## config.mk

```make
export PLATFORM = sky130hd
export DESIGN_NAME = gpio_pad_bank
export DESIGN_NICKNAME = d
export VERILOG_FILES = /design/src/rtl/gpio_pad_pkg.sv /design/src/rtl/gpio_in_sync.sv /design/src/rtl/gpio_cfg_store.sv /design/src/rtl/gpio_bus_regs.sv /design/src/rtl/gpio_pad_bank.sv
export SDC_FILE = /design/constraint.sdc
export NUM_CORES = 2
export LEC_CHECK = 0
export BUFFER_PORTS_ARGS = -buffer_cell sky130_fd_sc_hd__buf_2
export CORE_ASPECT_RATIO = 1.4
export CORE_MARGIN = 2
export CORE_UTILIZATION = 59
export DETAILED_ROUTE_END_ITERATION = 6
export PLACE_DENSITY = 0.84
export SLEW_MARGIN = 10
export SYNTH_ARGS = -nofsm -noshare
export SYNTH_HDL_FRONTEND = slang
export SYNTH_SLANG_ARGS = --single-unit
```

## constraint.sdc

```tcl
create_clock -name clk -period 6.2 [get_ports clk]
set_input_delay 0.62 -clock clk [delete_from_list [all_inputs] [get_ports clk]]
set_output_delay 0.62 -clock clk [all_outputs]
set_load 0.005 [all_outputs]
```

## src/rtl/gpio_pad_pkg.sv

```systemverilog
package gpio_pad_pkg;
  localparam int unsigned WORD_W    = 32;
  localparam int unsigned TX_BIT    = 0;
  localparam int unsigned RX_BIT    = 1;
  localparam int unsigned TXDIS_BIT = 3;
  localparam int unsigned RXDIS_BIT = 4;
  localparam int unsigned MODE_LSB  = 22;
  localparam int unsigned MODE_W    = 4;

  typedef struct packed {
    logic [MODE_W-1:0] mode;
    logic              rxdis;
    logic              txdis;
    logic              tx;
  } pad_cfg_t;

  localparam pad_cfg_t CFG_RESET = '{mode: '0, rxdis: 1'b0, txdis: 1'b1, tx: 1'b0};

  function automatic pad_cfg_t word_to_cfg(input logic [WORD_W-1:0] w);
    pad_cfg_t c;
    c.tx    = w[TX_BIT];
    c.txdis = w[TXDIS_BIT];
    c.rxdis = w[RXDIS_BIT];
    c.mode  = w[MODE_LSB +: MODE_W];
    return c;
  endfunction

  function automatic logic [WORD_W-1:0] cfg_to_word(input pad_cfg_t c, input logic rx);
    logic [WORD_W-1:0] w;
    w                      = '0;
    w[TX_BIT]              = c.tx;
    w[RX_BIT]              = rx & ~c.rxdis;
    w[TXDIS_BIT]           = c.txdis;
    w[RXDIS_BIT]           = c.rxdis;
    w[MODE_LSB +: MODE_W]  = c.mode;
    return w;
  endfunction
endpackage

```

## src/rtl/gpio_in_sync.sv

```systemverilog
module gpio_in_sync #(
  parameter int unsigned NUM_PADS = 128,
  parameter int unsigned STAGES   = 2
) (
  input  logic                clk,
  input  logic                rst_n,
  input  logic [NUM_PADS-1:0] pad_in,
  output logic [NUM_PADS-1:0] rx_sync
);
  logic [NUM_PADS-1:0] stage_q [STAGES];

  generate
    for (genvar s = 0; s < STAGES; s++) begin : g_stage
      if (s == 0) begin : g_first
        always_ff @(posedge clk) begin
          if (!rst_n) stage_q[s] <= '0;
          else        stage_q[s] <= pad_in;
        end
      end else begin : g_next
        always_ff @(posedge clk) begin
          if (!rst_n) stage_q[s] <= '0;
          else        stage_q[s] <= stage_q[s-1];
        end
      end
    end
  endgenerate

  assign rx_sync = stage_q[STAGES-1];
endmodule

```

## src/rtl/gpio_cfg_store.sv

```systemverilog
module gpio_cfg_store
  import gpio_pad_pkg::*;
#(
  parameter int unsigned NUM_PADS = 128,
  parameter int unsigned IDX_W    = $clog2(NUM_PADS)
) (
  input  logic                       clk,
  input  logic                       rst_n,
  input  logic [NUM_PADS-1:0]        lock_init,
  input  logic                       wr_en,
  input  logic [IDX_W-1:0]           wr_idx,
  input  logic [WORD_W-1:0]          wr_word,
  output logic [NUM_PADS-1:0]        lock_q,
  output pad_cfg_t [NUM_PADS-1:0]    cfg_q
);
  always_ff @(posedge clk) begin
    if (!rst_n) lock_q <= lock_init;
  end


  lock_frozen_chk: assert property (@(posedge clk) disable iff (!rst_n)
    $stable(lock_q));

  generate
    for (genvar i = 0; i < NUM_PADS; i++) begin : g_pad
      logic hit;
      assign hit = wr_en && (wr_idx == IDX_W'(i)) && !lock_q[i];

      always_ff @(posedge clk) begin
        if (!rst_n)   cfg_q[i] <= CFG_RESET;
        else if (hit) cfg_q[i] <= word_to_cfg(wr_word);
      end


      locked_pad_hold_chk: assert property (@(posedge clk) disable iff (!rst_n)
        lock_q[i] |=> $stable(cfg_q[i]));
    end
  endgenerate
endmodule

```

## src/rtl/gpio_bus_regs.sv

```systemverilog
module gpio_bus_regs
  import gpio_pad_pkg::*;
#(
  parameter int unsigned NUM_PADS   = 128,
  parameter int unsigned ADDR_W     = 10,
  parameter int unsigned PAD_BASE   = 32'h200,
  parameter int unsigned IDX_W      = $clog2(NUM_PADS),
  parameter int unsigned LOCK_WORDS = (NUM_PADS + 31) / 32
) (
  input  logic                    clk,
  input  logic                    rst_n,
  input  logic                    req_valid,
  input  logic                    req_write,
  input  logic [ADDR_W-1:0]       req_addr,
  input  logic [WORD_W-1:0]       req_wdata,
  input  pad_cfg_t [NUM_PADS-1:0] cfg_q,
  input  logic [NUM_PADS-1:0]     lock_q,
  input  logic [NUM_PADS-1:0]     rx_sync,
  output logic                    wr_en,
  output logic [IDX_W-1:0]        wr_idx,
  output logic [WORD_W-1:0]       wr_word,
  output logic                    rsp_valid,
  output logic [WORD_W-1:0]       rsp_rdata
);
  localparam int unsigned LOCK_BASE = 4;
  localparam int unsigned LSEL_W    = (LOCK_WORDS > 1) ? $clog2(LOCK_WORDS) : 1;
  localparam int unsigned LOCK_EXT  = LOCK_WORDS * 32;

  logic [31:0]          addr32;
  logic                 aligned, ptr_hit, lock_hit, pad_hit, rd_req;
  logic [IDX_W-1:0]     pad_idx;
  logic [LSEL_W-1:0]    lock_sel;
  logic [LOCK_EXT-1:0]  lock_ext;
  logic [WORD_W-1:0]    rd_next;

  assign addr32   = 32'(req_addr);
  assign aligned  = (req_addr[1:0] == 2'b00);
  assign ptr_hit  = (addr32 == 32'd0);
  assign lock_hit = aligned && (addr32 >= LOCK_BASE) && (addr32 < LOCK_BASE + 4 * LOCK_WORDS);
  assign pad_hit  = aligned && (addr32 >= PAD_BASE) && (addr32 < PAD_BASE + 4 * NUM_PADS);
  assign pad_idx  = IDX_W'((addr32 - PAD_BASE) >> 2);
  assign lock_sel = LSEL_W'((addr32 - LOCK_BASE) >> 2);
  assign lock_ext = LOCK_EXT'(lock_q);
  assign rd_req   = req_valid && !req_write;

  assign wr_en   = req_valid && req_write && pad_hit;
  assign wr_idx  = pad_idx;
  assign wr_word = req_wdata;

  always_comb begin
    rd_next = '0;
    if (ptr_hit)       rd_next = WORD_W'(PAD_BASE);
    else if (lock_hit) rd_next = lock_ext[32*lock_sel +: 32];
    else if (pad_hit)  rd_next = cfg_to_word(cfg_q[pad_idx], rx_sync[pad_idx]);
  end

  always_ff @(posedge clk) begin
    if (!rst_n) begin
      rsp_valid <= 1'b0;
      rsp_rdata <= '0;
    end else begin
      rsp_valid <= rd_req;
      if (rd_req) rsp_rdata <= rd_next;
    end
  end


  read_gets_rsp_chk: assert property (@(posedge clk) disable iff (!rst_n)
    rd_req |=> rsp_valid);

  no_rsp_without_read_chk: assert property (@(posedge clk) disable iff (!rst_n)
    !rd_req |=> !rsp_valid);

  pointer_value_chk: assert property (@(posedge clk) disable iff (!rst_n)
    (rd_req && ptr_hit) |=> (rsp_rdata == WORD_W'(PAD_BASE)));

  rx_gated_chk: assert property (@(posedge clk) disable iff (!rst_n)
    (rd_req && pad_hit && cfg_q[pad_idx].rxdis) |=> !rsp_rdata[RX_BIT]);

  unmapped_zero_chk: assert property (@(posedge clk) disable iff (!rst_n)
    (rd_req && !ptr_hit && !lock_hit && !pad_hit) |=> (rsp_rdata == '0));
endmodule

```

## src/rtl/gpio_pad_bank.sv

```systemverilog
module gpio_pad_bank
  import gpio_pad_pkg::*;
#(
  parameter int unsigned NUM_PADS = 128,
  parameter int unsigned ADDR_W   = 10,
  parameter int unsigned PAD_BASE = 32'h200
) (
  input  logic                clk,
  input  logic                rst_n,
  input  logic [NUM_PADS-1:0] lock_init,
  input  logic                req_valid,
  input  logic                req_write,
  input  logic [ADDR_W-1:0]   req_addr,
  input  logic [31:0]         req_wdata,
  output logic                rsp_valid,
  output logic [31:0]         rsp_rdata,
  input  logic [NUM_PADS-1:0] pad_in,
  output logic [NUM_PADS-1:0] pad_out,
  output logic [NUM_PADS-1:0] pad_oe
);
  localparam int unsigned IDX_W = $clog2(NUM_PADS);

  pad_cfg_t [NUM_PADS-1:0] cfg_q;
  logic [NUM_PADS-1:0]     lock_q;
  logic [NUM_PADS-1:0]     rx_sync;
  logic                    wr_en;
  logic [IDX_W-1:0]        wr_idx;
  logic [WORD_W-1:0]       wr_word;

  gpio_in_sync #(.NUM_PADS(NUM_PADS), .STAGES(2)) u_sync (
    .clk(clk), .rst_n(rst_n), .pad_in(pad_in), .rx_sync(rx_sync)
  );

  gpio_cfg_store #(.NUM_PADS(NUM_PADS), .IDX_W(IDX_W)) u_store (
    .clk(clk), .rst_n(rst_n), .lock_init(lock_init),
    .wr_en(wr_en), .wr_idx(wr_idx), .wr_word(wr_word),
    .lock_q(lock_q), .cfg_q(cfg_q)
  );

  gpio_bus_regs #(.NUM_PADS(NUM_PADS), .ADDR_W(ADDR_W), .PAD_BASE(PAD_BASE), .IDX_W(IDX_W)) u_bus (
    .clk(clk), .rst_n(rst_n),
    .req_valid(req_valid), .req_write(req_write), .req_addr(req_addr), .req_wdata(req_wdata),
    .cfg_q(cfg_q), .lock_q(lock_q), .rx_sync(rx_sync),
    .wr_en(wr_en), .wr_idx(wr_idx), .wr_word(wr_word),
    .rsp_valid(rsp_valid), .rsp_rdata(rsp_rdata)
  );

  generate
    for (genvar i = 0; i < NUM_PADS; i++) begin : g_drive
      assign pad_out[i] = cfg_q[i].tx;
      assign pad_oe[i]  = ~cfg_q[i].txdis;
    end
  endgenerate


  pad_drive_follow_chk: assert property (@(posedge clk) disable iff (!rst_n)
    (wr_en && !lock_q[wr_idx]) |=>
      (pad_out[$past(wr_idx)] == $past(wr_word[TX_BIT])) &&
      (pad_oe[$past(wr_idx)] == !$past(wr_word[TXDIS_BIT])));
endmodule

```

==> impl_metrics.py <==
metrics = {
    "outcome": {
        "status": "complete, but fails checks",
        "violations": "design-rule violations",
    },
    "clock_tree": {
        "cts_resized": 0,
        "post_cts_buffers": 0,
        "cts.clk_slew.worst_paths_ns": 0.07,
        "ctsHtreeMaxLevel": 3,
        "clock_path_buffers": 3,
        "cts_hold_buf": 0,
        "clock_latency_ns": 0.74,
        "cts_tree": "yes",
        "cts.sinks": 1313,
        "cts-root-buf": "clkbuf_16",
        "numCtsBuffers": 116,
    },
    "sta": {
        "report.final.slew_viol_count": 0,
        "slew_headroom": 0.137,
        "finalCriticalPeriod_ns": 3.72,
        "rsz0062_at_grt": "no",
        "finalSetupViolCount": 0,
        "clock.fmax_ghz": 0.269,
        "tightest_slew_ns": 1.29,
        "hold_viol_final": 0,
        "clock_skew_ns": 0.0359,
        "setup_ws_ns": 2.48,
        "finalSetupTns_ns": 0,
        "finalCritPeriodShare": 0.599,
    },
    "setup_path": {
        "required_ns": 6.76,
        "crit_arrival_ns": 4.27,
        "critical-path-slowest-cell": "nor3_2",
        "critical_path_depth": 7,
        "reg2reg_from": "u_store.cfg_q[32]",
        "r2r_cells": 7,
        "path_class": "primary input to register",
        "crit_chain": "buf_4 > and2_1 > buf_4 > nand3_1 > nor3_2 > mux2i_1 > nor2_1",
        "slowest_delay_ns": 1.09,
        "worstPathBufferInverterCount": 2,
        "r2r_slack_ns": 3.50,
        "end_kind": "register",
        "cp_max_fo": 31,
        "r2r_end": "u_bus.rsp_rdata[23]",
        "path_delay_family": "simple AND/OR/NAND/NOR gates",
        "worstSetupStartpointType": "primary input",
        "cpMostUsedCell": "buf_4",
    },
    "drt": {
        "vias_per_cell": 6.11,
        "ant_nets": 0,
        "drt-initial-drc-count": 4956,
        "dr.pass1.iters": 7,
        "vias": 38673,
        "drc": 7,
        "wl_um": 165000,
        "wl_per_cell_um": 26.1,
    },
    "global_routing": {
        "grt_first_pass_wirelength_um": 239000,
        "antenna_found_initial": 29,
        "met3_usage": 0.109,
        "grt-busiest-layer": "met2",
        "grt_start_max_net_pins": 228,
        "track_usage": 0.340,
        "groute.layer.met1.usage": 0.400,
        "grt_use_met2": 0.527,
        "gr-total-overflow": 0,
        "first_global_vias": 37354,
    },
    "floorplanning": {
        "die_w_um": 261,
        "dieHeight_um": 364,
        "die_area_um2": 95200,
        "ios": 591,
        "start_util": 0.594,
        "core_um2": 92200,
        "rows": 132,
    },
    "placed_design": {
        "place.gp.congestion": 0.995,
        "numPortBuffers": 565,
        "pre_cts_slack_ns": 1.98,
        "dpl_cell_area_um2": 56800,
        "post-dp-hpwl_um": 113000,
        "placed_cells": 6092,
    },
    "logic_synthesis": {
        "ys_warn_count": 0,
        "avgSynthCellArea_um2": 11.3,
        "synth.net_count": 5166,
        "synth_cells": 4859,
        "synth_most_common_cell": "dfxtp_1",
        "yosys-top-cells-count": "1185 x dfxtp_1, 855 x mux2i_1, 807 x nor2_1",
        "post_synth_main_area_contributors": "dfxtp_1 43%, mux2i_1 16%, mux4_2 13%",
        "yosysUniqueCellTypes": 50,
        "synth-seq-cells": 1313,
        "synth_top_area_share": 0.433,
        "syn_area_um2": 54700,
        "synthArstFlopShare": 0,
        "synth_edf_count": 128,
        "synth_top_cell_by_area": "dfxtp_1",
        "synth-main-ff-cell": "dfxtp_1",
        "yosysSeqAreaShare": 0.504,
    },
    "layout": {
        "syn2layout_area_growth_pct": 11.2,
        "final_cells": 6325,
        "final_area_um2": 60900,
        "drive_gt1_frac": 0.227,
        "finalNetCount": 5311,
    },
    "min_path": {
        "hold_path_startpoint": "lock_init[23]",
        "hold_end": "u_store.lock_q[23]",
        "whs_path_depth": 1,
        "hold_path_class": "primary input to register",
    },
    "pwr": {
        "ir_drop_mv": 0.245,
        "power.density_nw_per_um2": 285,
        "p_leak_uw": 0.0294,
    },
    "flow_run": {
        "maxCapViolCount": 0,
    },
}
-- per-stage QoR --
step           utilization  hold WS, ns  total power (uW)
2_1_floorplan            -        0.412              9490
6_report             0.660       0.0535             17400
4_1_cts              0.660       0.0248             17400
3_3_place_gp         0.616        0.413              9850
5_1_grt              0.660       0.0461             17800
3_5_place_dp         0.616        0.417              9860
-- cell usage in the layout, fill, tap and decap left out, types with 4 or more instances in the layout --
cell        synthesis  routed
dfxtp_1          1185    1185
mux2i_1           855     855
nor2_1            807     805
buf_2              29     553
mux4_2            327     327
and2_1            258     258
nand2_1           206     206
inv_1             132     132
edfxtp_1          128     128
clkbuf_16           0     119
or3_1             107     107
a22oi_1            51      51
o21ai_0            49      49
buf_4             150      43
nand3_1            33      33
clkinv_2            0      22
o211ai_1           20      20
nor3_2             16      15
bufinv_16           0      15
diode_2             0      14
a21oi_1            14      14
clkbuf_1          379      14
clkinvlp_4          0      13
clkbuf_8            0      13
a31oi_1            11      11
nand2b_1           10      10
buf_12              0       9
nor2b_1            10       8
inv_6               0       8
o22ai_1             7       7
clkinv_1            0       7
ha_1                5       5
clkinv_4            0       5
nand3b_1            4       4
a22o_1              4       4
a211oi_1            4       4
-- layer usage --
layer  vias to the layer above  share of wire
li1                      16887              -
met1                     18731           0.34
met2                      2419           0.45
met3                       614           0.13
met4                        22          0.076
met5                         -        0.00089
-- kinds of logic after synthesis --
logic type      after synthesis  synth area share
compound gates              178            0.0216
fa+ha+maj                     5           0.00114
buf+inv                     714            0.0603
flops                      1313             0.504
mux                        1185             0.292
simple gates               1464             0.122
-- worst max-delay path by stage --
stage	start	end	slack [ns]
2_1_floorplan	rst_n	u_store.lock_q[0]	1.03
3_3_place_gp	req_addr[5]	u_store.cfg_q[858]	2.15
3_5_place_dp	req_addr[6]	u_store.cfg_q[892]	1.98
4_1_cts	req_addr[6]	u_store.cfg_q[889]	2.73
5_1_grt	req_addr[6]	u_store.cfg_q[868]	2.55
6_report	req_addr[5]	u_store.cfg_q[875]	2.48
-- cell type report --
| cell class | count | area (um2) |
|---|---|---|
| multi-input combinational | 2832 | 23900 |
| inverter | 133 | 507 |
| clock buffer | 146 | 3210 |
| sequential | 1313 | 27600 |
| timing repair buffer | 608 | 3320 |
| clock inverter | 73 | 841 |
| antenna | 14 | 35.0 |
| fill | 6686 | 31300 |
| tap | 1206 | 1510 |
-- where the power goes --
group | switching, uW | internal, uW | leakage [uW]
clock network | 3330 | 4320 | 0.00197
registers | 158 | 8720 | 0.0109
logic | 537 | 297 | 0.0166
total | 4020 | 13300 | 0.0294
-- flip-flops by register name (all words and copies together), names as in the netlist --
| signal | flops |
|---|---|
| u_store.cfg_q | 896 |
| u_store.lock_q | 128 |
| u_sync.stage_q | 256 |
| u_bus.rsp_valid | 1 |
| u_bus.rsp_rdata | 32 |
Power figures use the tool's default switching activity.
